## config.mk

```make
export PLATFORM = sky130hd
export DESIGN_NAME = pbsat_add_unit
export DESIGN_NICKNAME = d
export VERILOG_FILES = /design/src/rtl/pbsat_pkg.sv /design/src/rtl/pbsat_lanes.sv /design/src/rtl/pbsat_decode.sv /design/src/rtl/pbsat_out_stage.sv /design/src/rtl/pbsat_add_unit.sv
export SDC_FILE = /design/constraint.sdc
export NUM_CORES = 1
export LEC_CHECK = 0
export BUFFER_PORTS_ARGS = -buffer_cell sky130_fd_sc_hd__buf_2
export CAP_MARGIN = 20
export CORE_ASPECT_RATIO = 1.75
export CORE_UTILIZATION = 43
export CTS_CLUSTER_SIZE = 16
export DETAILED_ROUTE_END_ITERATION = 12
export HOLD_SLACK_MARGIN = 0.15
export PLACE_DENSITY = 0.78
export SETUP_SLACK_MARGIN = 0.2
export SLEW_MARGIN = 20
export SYNTH_ARGS = -nofsm -noshare
export SYNTH_HDL_FRONTEND = slang
export SYNTH_SLANG_ARGS = --single-unit
```

## constraint.sdc

```tcl
create_clock -name clk -period 1.71 [get_ports clk]
set_clock_uncertainty 0.1 [all_clocks]
set_input_delay 0 -clock clk [delete_from_list [all_inputs] [get_ports clk]]
set_output_delay 0 -clock clk [all_outputs]
set_load 0.01 [all_outputs]
```

## src/rtl/pbsat_pkg.sv

```systemverilog
package pbsat_pkg;

    localparam int INSTR_W = 32;
    localparam int IDX_W   = 4;
    localparam int FLAG_W  = 4;

    typedef struct packed {
        logic             match;
        logic             wr_en;
        logic             unpred;
        logic [IDX_W-1:0] rn;
        logic [IDX_W-1:0] rd;
        logic [IDX_W-1:0] rm;
    } dec_t;

    typedef enum logic {
        OS_EMPTY = 1'b0,
        OS_FULL  = 1'b1
    } out_state_t;

endpackage

```

## src/rtl/pbsat_lanes.sv

```systemverilog
module pbsat_lanes #(
    parameter int DATA_W = 32,
    parameter int LANE_W = 8
) (
    input  logic [DATA_W-1:0] a,
    input  logic [DATA_W-1:0] b,
    output logic [DATA_W-1:0] y
);
    localparam int LANES = DATA_W / LANE_W;
    localparam logic [LANE_W-1:0] LANE_MAX = '1;

    for (genvar g = 0; g < LANES; g++) begin : g_lane
        logic [LANE_W-1:0] la, lb, ly;
        logic [LANE_W:0]   wide;

        always_comb begin
            la   = a[g*LANE_W +: LANE_W];
            lb   = b[g*LANE_W +: LANE_W];
            wide = {1'b0, la} + {1'b0, lb};
            ly   = wide[LANE_W] ? LANE_MAX : wide[LANE_W-1:0];
        end

        assign y[g*LANE_W +: LANE_W] = ly;

        // an unsigned saturating sum never falls below either addend
        always_comb begin
            assert_lane_floor_R2: assert (ly >= la && ly >= lb)
                else $error("lane %0d below an addend", g);
        end
    end

endmodule

```

## src/rtl/pbsat_decode.sv

```systemverilog
module pbsat_decode
    import pbsat_pkg::*;
(
    input  logic               enc_sel,
    input  logic [INSTR_W-1:0] instr,
    input  logic [FLAG_W-1:0]  flags,
    output dec_t               dec
);
    logic       fl_n, fl_z, fl_c, fl_v;
    logic [3:0] cond;
    logic       cond_ok;
    logic       hit_fixed, hit_split;
    logic       hit;
    logic [3:0] rn, rd, rm;

    assign fl_n = flags[3];
    assign fl_z = flags[2];
    assign fl_c = flags[1];
    assign fl_v = flags[0];
    assign cond = instr[31:28];

    always_comb begin
        unique case (cond)
            4'h0: cond_ok = fl_z;
            4'h1: cond_ok = !fl_z;
            4'h2: cond_ok = fl_c;
            4'h3: cond_ok = !fl_c;
            4'h4: cond_ok = fl_n;
            4'h5: cond_ok = !fl_n;
            4'h6: cond_ok = fl_v;
            4'h7: cond_ok = !fl_v;
            4'h8: cond_ok = fl_c && !fl_z;
            4'h9: cond_ok = !fl_c || fl_z;
            4'hA: cond_ok = (fl_n == fl_v);
            4'hB: cond_ok = (fl_n != fl_v);
            4'hC: cond_ok = !fl_z && (fl_n == fl_v);
            4'hD: cond_ok = fl_z || (fl_n != fl_v);
            4'hE: cond_ok = 1'b1;
            4'hF: cond_ok = 1'b0;
        endcase
    end

    assign hit_fixed = !enc_sel && (instr[27:20] == 8'h66) &&
                       (instr[11:8] == 4'hF) && (instr[7:4] == 4'h9) &&
                       (cond != 4'hF);
    assign hit_split = enc_sel && (instr[31:20] == 12'hFA8) &&
                       (instr[15:12] == 4'hF) && (instr[7:4] == 4'h5);
    assign hit = hit_fixed || hit_split;

    assign rn = instr[19:16];
    assign rm = instr[3:0];
    assign rd = enc_sel ? instr[11:8] : instr[15:12];

    always_comb begin
        dec.match  = hit;
        dec.rn     = rn;
        dec.rd     = rd;
        dec.rm     = rm;
        dec.unpred = hit && ((rn == 4'hF) || (rd == 4'hF) || (rm == 4'hF));
        dec.wr_en  = hit && !dec.unpred && (enc_sel || cond_ok);
    end

    always_comb begin
        if (!enc_sel && cond == 4'hF) begin
            assert_cond_never_R6: assert (!dec.match)
                else $error("condition 0xF decoded as a match");
        end
    end

endmodule

```

## src/rtl/pbsat_out_stage.sv

```systemverilog
module pbsat_out_stage
    import pbsat_pkg::*;
#(
    parameter int DATA_W = 32
) (
    input  logic              clk,
    input  logic              rst,
    input  logic              in_valid,
    input  dec_t              dec,
    input  logic [DATA_W-1:0] lane_sum,
    output logic              out_valid,
    output logic              match,
    output logic              wr_en,
    output logic              unpred,
    output logic [IDX_W-1:0]  rn_idx,
    output logic [IDX_W-1:0]  rd_idx,
    output logic [IDX_W-1:0]  rm_idx,
    output logic [DATA_W-1:0] result
);
    out_state_t state, state_nx;

    always_comb begin
        unique case (state)
            OS_EMPTY: state_nx = in_valid ? OS_FULL : OS_EMPTY;
            OS_FULL:  state_nx = in_valid ? OS_FULL : OS_EMPTY;
        endcase
    end

    always_ff @(posedge clk) begin
        if (rst) state <= OS_EMPTY;
        else     state <= state_nx;
    end

    always_ff @(posedge clk) begin
        if (rst) begin
            match  <= 1'b0;
            wr_en  <= 1'b0;
            unpred <= 1'b0;
            rn_idx <= '0;
            rd_idx <= '0;
            rm_idx <= '0;
            result <= '0;
        end else if (in_valid) begin
            match  <= dec.match;
            wr_en  <= dec.wr_en;
            unpred <= dec.unpred;
            rn_idx <= dec.rn;
            rd_idx <= dec.rd;
            rm_idx <= dec.rm;
            if (dec.match) result <= lane_sum;
        end else begin
            match  <= 1'b0;
            wr_en  <= 1'b0;
            unpred <= 1'b0;
        end
    end

    assign out_valid = (state == OS_FULL);

    assert_valid_follows_R9: assert property (@(posedge clk) disable iff (rst)
        in_valid |=> out_valid);
    assert_valid_drops_R9: assert property (@(posedge clk) disable iff (rst)
        !in_valid |=> !out_valid);
    assert_result_held_R8: assert property (@(posedge clk) disable iff (rst)
        (in_valid && !dec.match) |=> $stable(result));
    assert_no_write_unpred_R10: assert property (@(posedge clk) disable iff (rst)
        unpred |-> !wr_en);
    assert_write_needs_match_R5: assert property (@(posedge clk) disable iff (rst)
        wr_en |-> (match && out_valid));

endmodule

```

## src/rtl/pbsat_add_unit.sv

```systemverilog
module pbsat_add_unit #(
    parameter int DATA_W = 32,
    parameter int LANE_W = 8
) (
    input  logic              clk,
    input  logic              rst,
    input  logic              in_valid,
    input  logic              enc_sel,
    input  logic [31:0]       instr,
    input  logic [3:0]        flags,
    input  logic [DATA_W-1:0] op_a,
    input  logic [DATA_W-1:0] op_b,
    output logic              out_valid,
    output logic              match,
    output logic [3:0]        rn_idx,
    output logic [3:0]        rd_idx,
    output logic [3:0]        rm_idx,
    output logic              wr_en,
    output logic              unpred,
    output logic [DATA_W-1:0] result
);
    import pbsat_pkg::*;

    dec_t              dec;
    logic [DATA_W-1:0] lane_sum;

    pbsat_decode u_decode (
        .enc_sel (enc_sel),
        .instr   (instr),
        .flags   (flags),
        .dec     (dec)
    );

    pbsat_lanes #(.DATA_W(DATA_W), .LANE_W(LANE_W)) u_lanes (
        .a (op_a),
        .b (op_b),
        .y (lane_sum)
    );

    pbsat_out_stage #(.DATA_W(DATA_W)) u_out (
        .clk       (clk),
        .rst       (rst),
        .in_valid  (in_valid),
        .dec       (dec),
        .lane_sum  (lane_sum),
        .out_valid (out_valid),
        .match     (match),
        .wr_en     (wr_en),
        .unpred    (unpred),
        .rn_idx    (rn_idx),
        .rd_idx    (rd_idx),
        .rm_idx    (rm_idx),
        .result    (result)
    );

endmodule

```

==> out/results.tsv <==
stage	metric	value	unit
outcome	status	complete, no violations	
critical_path	r2r_cells	3	
clocking	cts_htree_levels	2	
synth	ys_ff_latch	48	
synth	async_flop_share	0	%
pwr	pwr-share-seq	33.1	%
layout	stdcell_count	676	
clocking	clock_latency	0.29	ns
critical_path	r2r_start	u_out.rm_idx[0]	
die	ioPinCount	152	
pwr	pwr-share-clk	35.6	%
die	fp.dieArea	8000	um^2
layout	antenna_cells	0	
route	drtIter0Drc	158	
global_routing	grt_antenna_before_repair	0	
synth	synth_top_area_share	29.3	%
pwr	power.internal	0.00253	W
global_routing	track_usage	25.2	%
die	dieHeight	118	um
layout	area_growth	57.6	%
flow_run	maxCapViolations	0	
global_routing	grt_max_degree	34	
pwr	switching_power	0.000939	W
route	wl	10600	um
synth	yosysUniqueCellTypes	46	
global_routing	grt-ovfl-total	0	
hold_path	hold-path-endpoint	u_out.result[22]	
critical_path	rrSetupSlack	0.49	ns
sta	timing.slew.headroom	68.3	%
pwr	irDropWorstVdd	575	uV
die	start_util	45.1	%
sta	finalCriticalPeriod	1.58	ns
synth	synth_edf_count	0	
global_routing	grt_pass1_vias	3761	
die	die_x	68.0	um
global_routing	top_usage_layer	met2	
placed_design	dp_hpwl	7200	um
pwr	leakage	2.48	nW
die	row_count	41	
layout	drive_above_1_share	39.0	%
synth	syn-num-nets	509	
critical_path	required	1.77	ns
synth	yosys.area.top_type	dfxtp_1	
sta	finalSetupViolations	0	
synth	netlist_area	3280	um^2
sta	rsz0062_at_grt	yes	
global_routing	grt.met1_usage	24.3	%
critical_path	startpoint_type	primary input	
sta	min_period_over_period	92.2	%
die	core_area	7280	um^2
global_routing	use_met3	5.23	%
clocking	cts_tree	built	
global_routing	grt_pass1_wl	15900	um
placed_design	globalplace.congestion	0.850	
synth	syn_avg_cell_area	8.89	um^2
sta	tightest_slew	0.473	ns
layout	finalNetCount	730	
route	drcViolationCount	0	
pwr	power	0.00347	W
global_routing	use_met2	47.5	%
sta	hold_violations	0	
clocking	cts.clk_slew.worst_paths	0.06	ns
pwr	combPwrFrac	31.3	%
route	via_per_inst	5.63	
critical_path	r2r_end	u_out.rm_idx[0]	
critical_path	path_max_fanout	4	
clocking	clockBufferDepth	2	
clocking	cts_buffers	5	
clocking	clkSinkCount	48	
synth	synth_ff_type	dfxtp_1	
sta	report.final.slew_viol_count	0	
placed_design	dp.cells	620	
clocking	root_buffer	clkbuf_16	
route	drt-wirelength-per-cell	15.7	um
synth	synthCells	369	
critical_path	critical_path_class	in -> reg	
placed_design	portBuffers	151	
critical_path	cp-end-kind	flip-flop	
hold_path	hold_path_depth	4	
route	vias	3807	
synth	ys_warn_count	0	
pwr	powerDensity	670	nW/um^2
pwr	switching_share	27.1	%
route	dr.pass1.iters	6	
synth	netlist_top_cells_area	dfxtp_1 29%, ha_1 12%, nor2_1 6.6%	
critical_path	crit_arrival	1.64	ns
hold_path	hp-start	op_b[22]	
sta	clock.fmax	0.634	GHz
hold_path	hold_class	in -> reg	
synth	ys_seq_area_share	29.3	%
route	drtAntennaViolNets	0	
[cells in the mapped netlist, types with 3 or more instances]
| master | count |
|---|---|
| o21bai_1 | 25 |
| mux2i_1 | 15 |
| xor2_1 | 15 |
| a211oi_1 | 11 |
| nand4_1 | 7 |
| ha_1 | 32 |
| nor3_1 | 7 |
| nand2_1 | 10 |
| xnor2_1 | 12 |
| o41a_1 | 3 |
| o41ai_1 | 7 |
| inv_1 | 11 |
| clkbuf_1 | 7 |
| o211ai_1 | 9 |
| a21oi_1 | 20 |
| nand3_1 | 15 |
| fa_1 | 4 |
| and3_1 | 3 |
| a31oi_1 | 9 |
| nor2_1 | 58 |
| a211oi_2 | 8 |
| buf_2 | 4 |
| dfxtp_1 | 48 |
[repair_timing]
action,in CTS,in global routing
endpoints found under the setup margin,14,30
resized for setup,7,12
gates cloned,0,0
hold endpoints to repair,35,5
hold buffers,32,10
buffers inserted,4,3
pin swaps,20,13
[layer usage]
metal  share of wire, %  vias up
li1                   -     1810
met1                 35     1772
met2                 55      169
met3                5.0       56
met4                4.7        0
met5                  0        -
[critical path, stage by stage]
cell and delay (ns):
buf_6 0.10, ha_4 0.15, fa_2 0.35, a21oi_2 0.18, o211ai_1 0.17, o41a_1 0.43, nor2_1 0.17, a211oi_2 0.08
[final cells by class]
type	instances	area [um^2]
tap	86	108
multi-input combinational	296	2360
timing repair buffer	228	1520
sequential	48	961
fill	551	2110
clock buffer	5	125
clock inverter	2	60.1
inverter	11	41.3
[registers in the layout (all words and copies together), names as in the netlist]
| signal | count |
|---|---|
| u_out.out_valid | 1 |
| u_out.unpred | 1 |
| u_out.rm_idx | 4 |
| u_out.rd_idx | 4 |
| u_out.result | 32 |
| u_out.rn_idx | 4 |
| u_out.wr_en | 1 |
| u_out.match | 1 |
[power groups by stage]
stage               clock network (W)  registers, W  logic, W
floorplan                           0       0.00118  0.000535
global placement                    0       0.00117  0.000853
detailed placement                  0       0.00117  0.000883
CTS                           0.00125       0.00115  0.000985
global route                  0.00129       0.00115   0.00117
finish                        0.00123       0.00115   0.00108
[metrics by stage]
step	setup TNS [ns]	area, um^2	hold WS, ns	util [%]	setup slack, ns
5_1_grt	0	5170	0.174	71.0	0.0953
4_1_cts	0	4980	-0.0267	68.4	0.150
6_report	0	5170	0.122	71.0	0.133
3_5_place_dp	-4.22	4410	0.167	60.6	-0.249
2_1_floorplan	-0.0196	3380	0.0474	-	-0.0196
3_3_place_gp	-3.05	4410	0.148	60.6	-0.197
[worst max-delay path by stage]
stage,start,to
global route,op_a[16],u_out.result[17]
finish,op_a[16],u_out.result[17]
detailed placement,op_a[24],u_out.result[29]
CTS,op_b[24],u_out.result[29]
floorplan,op_a[24],u_out.result[29]
global placement,op_a[24],u_out.result[29]
[cell usage in the layout (no fill, tap or decap), types with 10 or more instances in the layout]
cell type / count
buf_2: 143
nor2_1: 55
dfxtp_1: 48
dlygate4sd3_1: 42
buf_4: 32
ha_1: 28
o21bai_1: 24
a21oi_1: 17
mux2i_1: 15
xor2_1: 15
nand3_1: 15
xnor2_1: 12
inv_1: 11
a211oi_2: 10
nand2_1: 10
[logic make-up after synthesis]
family	count (synthesis)	share of synthesized area, %
simple gates	115	16.9
compound gates	103	23.8
xor+xnor	27	7.21
fa+ha+maj	36	14.6
flops	48	29.3
mux	15	4.57
buf+inv	25	3.58
Note: power is estimated with default switching activity, not from simulation.
